<file path="src/rtl/shm_pkg.sv">
package shm_pkg;
  typedef enum logic [1:0] {
    ST_IDLE = 2'd0,
    ST_ADD  = 2'd1,
    ST_SHFT = 2'd2,
    ST_FIN  = 2'd3
  } shm_state_e;
endpackage

</file>
<file path="src/rtl/shm_ctrl.sv">
module shm_ctrl
  import shm_pkg::*;
#(
  parameter int W = 8
) (
  input  logic clk,
  input  logic rst,
  input  logic start,
  output logic init,
  output logic add_en,
  output logic shift_en,
  output logic fin
);
  localparam int CW = (W > 1) ? $clog2(W) : 1;

  shm_state_e state, state_nx;
  logic [CW-1:0] step;
  logic          last_step;

  assign last_step = (step == CW'(W - 1));

  always_comb begin
    state_nx = state;
    unique case (state)
      ST_IDLE: if (start) state_nx = ST_ADD;
      ST_ADD:  state_nx = ST_SHFT;
      ST_SHFT: state_nx = last_step ? ST_FIN : ST_ADD;
      ST_FIN:  state_nx = ST_IDLE;
      default: state_nx = ST_IDLE;
    endcase
  end

  always_ff @(posedge clk or posedge rst) begin
    if (rst) begin
      state <= ST_IDLE;
      step  <= '0;
    end else begin
      state <= state_nx;
      if (init)          step <= '0;
      else if (shift_en) step <= step + 1'b1;
    end
  end

  assign init     = (state == ST_IDLE) && start;
  assign add_en   = (state == ST_ADD);
  assign shift_en = (state == ST_SHFT);
  assign fin      = (state == ST_FIN);

  // an add cycle is always followed by a shift cycle
  p_add_then_shift_r2: assert property (@(posedge clk) disable iff (rst)
    (state == ST_ADD) |=> (state == ST_SHFT));
  // the loop ends exactly when the counter wraps
  p_wrap_ends_loop_r2: assert property (@(posedge clk) disable iff (rst)
    (state == ST_SHFT && last_step) |=> (state == ST_FIN));
  // start has no effect outside idle
  p_busy_ignores_start_r5: assert property (@(posedge clk) disable iff (rst)
    (state == ST_SHFT && !last_step) |=> (state == ST_ADD));
  // completion returns to idle
  p_fin_to_idle_r4: assert property (@(posedge clk) disable iff (rst)
    (state == ST_FIN) |=> (state == ST_IDLE));
endmodule

</file>
<file path="src/rtl/shm_operands.sv">
module shm_operands #(
  parameter int W = 8
) (
  input  logic         clk,
  input  logic         rst,
  input  logic         init,
  input  logic         shift_en,
  input  logic [W-1:0] op_a,
  input  logic [W-1:0] op_b,
  output logic [W-1:0] mcand,
  output logic         mbit
);
  logic [W-1:0] mplier;

  always_ff @(posedge clk or posedge rst) begin
    if (rst) begin
      mcand  <= '0;
      mplier <= '0;
    end else if (init) begin
      mcand  <= op_b;
      mplier <= op_a;
    end else if (shift_en) begin
      mplier <= {1'b0, mplier[W-1:1]};
    end
  end

  assign mbit = mplier[0];

  // operands are held once captured
  p_mcand_hold_r9: assert property (@(posedge clk) disable iff (rst)
    !init |=> $stable(mcand));
  p_mplier_hold_r9: assert property (@(posedge clk) disable iff (rst)
    (!init && !shift_en) |=> $stable(mplier));
endmodule

</file>
<file path="src/rtl/shm_datapath.sv">
module shm_datapath #(
  parameter int W = 8
) (
  input  logic           clk,
  input  logic           rst,
  input  logic           init,
  input  logic           add_en,
  input  logic           shift_en,
  input  logic [W-1:0]   mcand,
  input  logic           mbit,
  output logic [2*W-1:0] result
);
  localparam int PW = 2 * W + 1;

  logic [PW-1:0] prod;
  logic [W-1:0]  partial;
  logic [W:0]    sum;

  for (genvar i = 0; i < W; i++) begin : g_gate
    assign partial[i] = mcand[i] & mbit;
  end

  assign sum = {1'b0, prod[2*W-1:W]} + {1'b0, partial};

  always_ff @(posedge clk or posedge rst) begin
    if (rst)           prod <= '0;
    else if (init)     prod <= '0;
    else if (add_en)   prod[PW-1:W] <= sum;
    else if (shift_en) prod <= {1'b0, prod[PW-1:1]};
  end

  assign result = prod[2*W-1:0];

  // acceptance clears the product
  p_clear_on_start_r7: assert property (@(posedge clk) disable iff (rst)
    init |=> (prod == '0));
  // product holds when no step is taken
  p_prod_hold_r6: assert property (@(posedge clk) disable iff (rst)
    (!init && !add_en && !shift_en) |=> $stable(prod));
  // top bit is free before each add
  p_top_clear_r8: assert property (@(posedge clk) disable iff (rst)
    add_en |-> (prod[PW-1] == 1'b0));
endmodule

</file>
<file path="src/rtl/seq_shadd_mul.sv">
module seq_shadd_mul #(
  parameter int W = 8
) (
  input  logic           clk,
  input  logic           rst,
  input  logic           start,
  input  logic [W-1:0]   op_a,
  input  logic [W-1:0]   op_b,
  output logic [2*W-1:0] result,
  output logic           done
);
  logic         init, add_en, shift_en, fin;
  logic [W-1:0] mcand;
  logic         mbit;

  shm_ctrl #(.W(W)) u_ctrl (
    .clk(clk), .rst(rst), .start(start),
    .init(init), .add_en(add_en), .shift_en(shift_en), .fin(fin)
  );

  shm_operands #(.W(W)) u_ops (
    .clk(clk), .rst(rst), .init(init), .shift_en(shift_en),
    .op_a(op_a), .op_b(op_b), .mcand(mcand), .mbit(mbit)
  );

  shm_datapath #(.W(W)) u_dp (
    .clk(clk), .rst(rst), .init(init), .add_en(add_en),
    .shift_en(shift_en), .mcand(mcand), .mbit(mbit), .result(result)
  );

  assign done = fin;

  // single-cycle done
  p_done_single_r4: assert property (@(posedge clk) disable iff (rst)
    done |=> !done);
  // done never coincides with acceptance
  p_done_not_init_r5: assert property (@(posedge clk) disable iff (rst)
    !(done && init));
endmodule

</file>
<file path="config.mk">
export PLATFORM = sky130hd
export DESIGN_NAME = seq_shadd_mul
export DESIGN_NICKNAME = d
export VERILOG_FILES = /design/src/rtl/shm_pkg.sv /design/src/rtl/shm_ctrl.sv /design/src/rtl/shm_operands.sv /design/src/rtl/shm_datapath.sv /design/src/rtl/seq_shadd_mul.sv
export SDC_FILE = /design/constraint.sdc
export NUM_CORES = 1
export LEC_CHECK = 0
export CAP_MARGIN = 0
export CORE_MARGIN = 5
export CORE_UTILIZATION = 50
export DETAILED_ROUTE_END_ITERATION = 8
export DONT_BUFFER_PORTS = 1
export PLACE_DENSITY_LB_ADDON = 0.2
export SYNTH_ARGS = -nofsm -noshare
export SYNTH_HDL_FRONTEND = slang
export SYNTH_HIERARCHICAL = 1
export SYNTH_SLANG_ARGS = --single-unit
</file>
<file path="constraint.sdc">
create_clock -name clk -period 2.2 [get_ports clk]
set_input_delay 0.22 -clock clk [delete_from_list [all_inputs] [get_ports clk]]
set_output_delay 0.22 -clock clk [all_outputs]
set_load 0.02 [all_outputs]
</file>
# --- After elaboration in Yosys (flattened, before gate mapping) ---
# Index checks and enable logic that the tools add are counted.
totals:
  register_bits: 38
  out_inout_bits: 17
  word_cells: 38
classes:
  add_sub_neg: 2
  n_eq_ne: 6
  n_mux: 11
  n_bitwise: 8
  n_reduce_logical: 5
op_table:
  columns: ["cell", "n"]
  rows:
  - ["two-way mux 17 bit", 2]
  - ["two-way mux 8 bit", 3]
  - ["adder 8 x 8 -> 9 bit", 1]
  - ["two-way mux 9 bit", 1]
  - ["AND 1 bit", 8]
  - ["one-hot mux 2 bit (4 select lines)", 1]
  - ["two-way mux 3 bit", 2]
  - ["== test 2 bit, second input constant", 2]
  - ["two-way mux 2 bit", 2]
  - ["inequality test 2 bit, second input constant", 2]
  - ["adder 3 x 1 -> 3 bit, second input constant", 1]
  - ["== test 3 bit, second input constant", 1]
  - ["nonzero test 3 bit", 1]
  - ["== test 2 x 1 -> 1 bit, second input constant", 1]
  - ["zero test 2 bit", 1]
  - ["AND reduction 2 bit", 1]
  - ["nonzero test 2 bit", 1]
  - ["logical AND 1 bit", 1]

# --- Depth between registers and ports, before layout ---
logic_depth:
  depth_word: 4
  mapped_depth: 7

# --- By module ---
# Netlist, hierarchy kept.
modules_own_cells:
  columns: ["mod", "instances", "cells_each", "area_each_um2", "seq_area_each_um2"]
  rows:
  - ["shm_datapath", 1, 134, 1272.5, 425.4]
  - ["shm_operands", 1, 53, 694.4, 400.4]
  - ["shm_ctrl", 1, 18, 239.0, 125.1]

# --- Worst setup path before layout ---
# OpenSTA, ideal clock, no wires.
synth_timing:
  path_type: "register -> register"
  startpoint: "register u_ops.mplier[0]"
  endpoint: "register u_dp.prod[14]"
  setup_ps: 68
  arrival_ps: 1869
  required_time_ps: 2132
  slack_ps: 263
  stages_incl_launch_ff: 8
  path_buffers: 0
  period_less_slack_ps: 1937
  path_cell_list: "dfrtp_1 > and2_1 > ha_1 > fa_1 > a21oi_1 > o21ai_1 > a2111o_1 > nand3_1"
synth_via:
  elab_chain_len: 4
synth_lines:
  columns: ["element", "line", "text"]
  rows:
  - ["start: declaration", "shm_operands.sv:13", "logic [W-1:0] mplier;"]
  - ["start signal: assignment", "shm_operands.sv:21", "mplier <= op_a;"]
  - ["start signal: assignment", "shm_operands.sv:23", "mplier <= {1'b0, mplier[W-1:1]};"]
  - ["AND 1 bit", "shm_datapath.sv:20", "assign partial[i] = mcand[i] & mbit;"]
  - ["adder 8 x 8 -> 9 bit (*)", "shm_datapath.sv:23", "assign sum = {1'b0, prod[2*W-1:W]} + {1'b0, partial};"]
  - ["two-way mux 9 bit (*)", "shm_datapath.sv:28", "else if (add_en) prod[PW-1:W] <= sum;"]
  - ["two-way mux 17 bit (*)", "shm_datapath.sv:27", "else if (init) prod <= '0;"]
  - ["end signal: indexed assignment", "shm_datapath.sv:28", null]
  - ["end signal: assignment", "shm_datapath.sv:29", "else if (shift_en) prod <= {1'b0, prod[PW-1:1]};"]
  - ["end: declaration", "shm_datapath.sv:15", "logic [PW-1:0] prod;"]
# Mark *: on every way between the ends. The rest lies on a longest branch, timed or not.
# A chain may end at the register's enable or synchronous reset.

# --- Worst setup path in the final report ---
# Same ends and word-level chain as after synthesis.

==> metrics <==
post-synthesis sequential area ratio=43.1%; Max Cap Violations=0; H-Tree Level Count=2; ys flop type=dfrtp_1; synth top area cells=dfrtp_1 (43%), mux2i_1 (8.6%), buf_4 (6.1%); flops & latches, synth=38; count of cell types in the netlist=44; synth warn=6; CP Capture Type=register; cell depth of the worst flop-to-flop path=7; RSZ-0062 raised after global routing=no; CTS Buf Count=5; pwr/cell area=1460 nW/um^2; Placement Rows=24; worst reg2reg startpoint=u_ops/mplier[0]$_DFFE_PP0P_; top cell type's share of synthesized area=43.1%; P_leak=1.06 nW; Tightest Pin Transition=0.650 ns; Crit Path Max Fanout=9; final worst-path cycle share=95.7%; Worst Hold Class=in2reg; post-synthesis cell count=205; nets=225; CTS clk-pin slew, worst paths=0.07 ns; cell area after synthesis=2210 um^2; Die Y=76.4 um; largest area contributor in the netlist=dfrtp_1; Crit path required time=2.43 ns; Ports=36; Die X=76.4 um; Initial DRC Count=68; Worst Hold Depth=2; minimum clock period=2.10 ns; clk sinks=38; share of layout cells above drive strength 1=17.3%; Setup Skew=0.00150 ns; die area=5840 um^2; Hold Slack=0.0510 ns; Final ANT Viol Nets=0; initial antenna violation count=0; CTS tree=yes; setup TNS=0 ns; slowest cell on the critical path=dfrtp_2; clk buf depth=2; max frequency=475 MHz; final core utilization=52.4%; gr ovfl total=0; Setup-failing EPs final=0; CP Data Arrival Time=2.33 ns; detailed placement HPWL=3010 um; DR vias=1,420; Pre-Repair DR Iteration Count=4; synthesized area per cell=10.8 um^2; diodes inserted=0; Post-synth EDFFs=0; Avg WL per Cell=16.8 um; Placed Cells=239; Worst R2R End=u_dp/prod[14]$_DFFE_PP0P_; Mapped Nets=235; vias in the first global route=1,430; r2r setup slk=0.1 ns; relative slew slack=56.6%; drt drc=0; port buffer count=0; hold_sp=op_a[3]; Async S/R FF share, synth=100%; global-route wire length before repair=7050 um; Hold Path End=u_ops/mplier[3]$_DFFE_PP0P_; Non-Filler Instances=248; final-report hold violation count=0; status=finished clean; CP top delay family=compound AO/OA/AOI/OAI gates; Area Overhead vs Synth=2.72%; GP Congestion=0.809; VDD IR max=0.509 mV; crit-path cells=and2_1 -> ha_1 -> fa_1 -> a21oi_2 -> o21ai_1 -> a2111o_1 -> nand3_1; crit start category=register; Clk Latency, worst-skew pair=0.29 ns; wirelength, routed=4160 um; GRT Total Usage=14.7%; largest net degree at the start of global routing=26; core area=4320 um^2; clock root buffer=clkbuf_8; Crit Path Category=reg2reg; CP Buf/Inv Count=0; Slowest Stage Delay on Critical Path=0.45 ns; initial core utilization=51.0%; DR vias/cell=5.73; final slew viol count=0
-- per-layer routing --
metal  part of all wire [%]  GRT usage [%]
met5                      0              0
met2                     48           21.8
met1                     44           19.3
met4                    1.1           4.55
met3                    7.4           6.26
-- how the worst max path moves through the flow --
stage                                start                         to  slack, ns  depth (start not counted)
6_report       u_ops/mplier[0]$_DFFE_PP0P_  u_dp/prod[14]$_DFFE_PP0P_        0.1                          7
5_1_grt        u_ops/mplier[0]$_DFFE_PP0P_  u_dp/prod[14]$_DFFE_PP0P_       0.03                          7
4_1_cts        u_ops/mplier[0]$_DFFE_PP0P_  u_dp/prod[14]$_DFFE_PP0P_       0.03                          7
3_5_place_dp   u_ops/mplier[0]$_DFFE_PP0P_  u_dp/prod[14]$_DFFE_PP0P_       0.06                          7
3_3_place_gp   u_ops/mplier[0]$_DFFE_PP0P_  u_dp/prod[14]$_DFFE_PP0P_       0.16                          7
2_1_floorplan  u_ops/mplier[0]$_DFFE_PP0P_  u_dp/prod[14]$_DFFE_PP0P_       0.26                          7
-- power breakdown --
| part | leakage [nW] | internal (mW) | total (mW) | switching [mW] |
|---|---|---|---|---|
| clock | 0.0482 | 0.253 | 0.495 | 0.242 |
| combinational | 0.532 | 0.729 | 1.56 | 0.829 |
| sequential | 0.483 | 0.969 | 1.25 | 0.283 |
-- metrics by stage --
step	cell area, um^2	total power [mW]	worst slack (ns)
5_1_grt	2270	3.57	0.0308
3_3_place_gp	2160	2.73	0.158
2_1_floorplan	2210	2.59	0.263
6_report	2270	3.31	0.0956
3_5_place_dp	2160	2.81	0.0570
4_1_cts	2260	3.32	0.0327
-- worst reg2reg max path: stages (launching register included) --
cell	delay (ns)
dfrtp_2	0.45
and2_1	0.15
ha_1	0.20
fa_1	0.42
a21oi_2	0.17
o21ai_1	0.14
a2111o_1	0.44
nand3_1	0.07
-- registers in the layout, indices dropped and copies added, names as in the netlist --
signal and count:
u_ctrl/state 2, u_dp/prod 17, u_ops/mcand 8, u_ctrl/step 3, u_ops/mplier 8
-- area by class of cell --
class | instances | area [um^2]
inverters | 6 | 22.5
multi-input cells | 136 | 1060
flip-flops and latches | 38 | 952
clock inverters | 1 | 5.00
clock buffers | 7 | 86.3
repair buffers | 8 | 75.1
fillers | 379 | 2060
well taps | 52 | 65.1
-- cells in the final DEF, fill, tap and decap left out, drive strengths merged, types with 6 or more instances in the layout --
master and n:
a211oi 8, a21oi 8, and2 9, buf 7
clkbuf 7, dfrtp 38, ha 10, inv 6
mux2 9, mux2i 19, nand2 13, nor2 15
o21ai 11
-- logic make-up (layout without fill, tap and decap cells) --
family,Yosys count,in the layout,share of synthesized area [%]
DFF,38,38,43.1
adders and majority gates,11,11,6.58
buffers and inverters,31,22,9.25
muxes,28,28,14.1
xor gates and xnor gates,3,3,1.19
and+or+nand+nor,56,56,13.7
AOI/OAI and AO/OA,38,38,12.1
-- synthesized netlist by cell type, types with 2 or more instances --
library cell  count
dfrtp_1          38
mux2i_1          19
buf_4            18
nor2_1           14
nand2_1          13
ha_1             10
o21ai_0          10
and2_1            8
a211oi_1          7
a21oi_1           7
inv_1             6
mux2_4            5
buf_2             4
mux2_2            4
nor2b_1           4
nand3_1           3
nor3b_1           3
xnor2_1           3
a21o_1            2
a22o_1            2
buf_6             2
-- repair_timing --
action                     in CTS  in global routing
hold endpoints to repair       38                  0
setup endpoints to repair       0                  1
resized for setup               0                  2
hold buffers                    1                  0
setup buffers                   0                  0
Note: power is estimated with default switching activity, not from simulation.
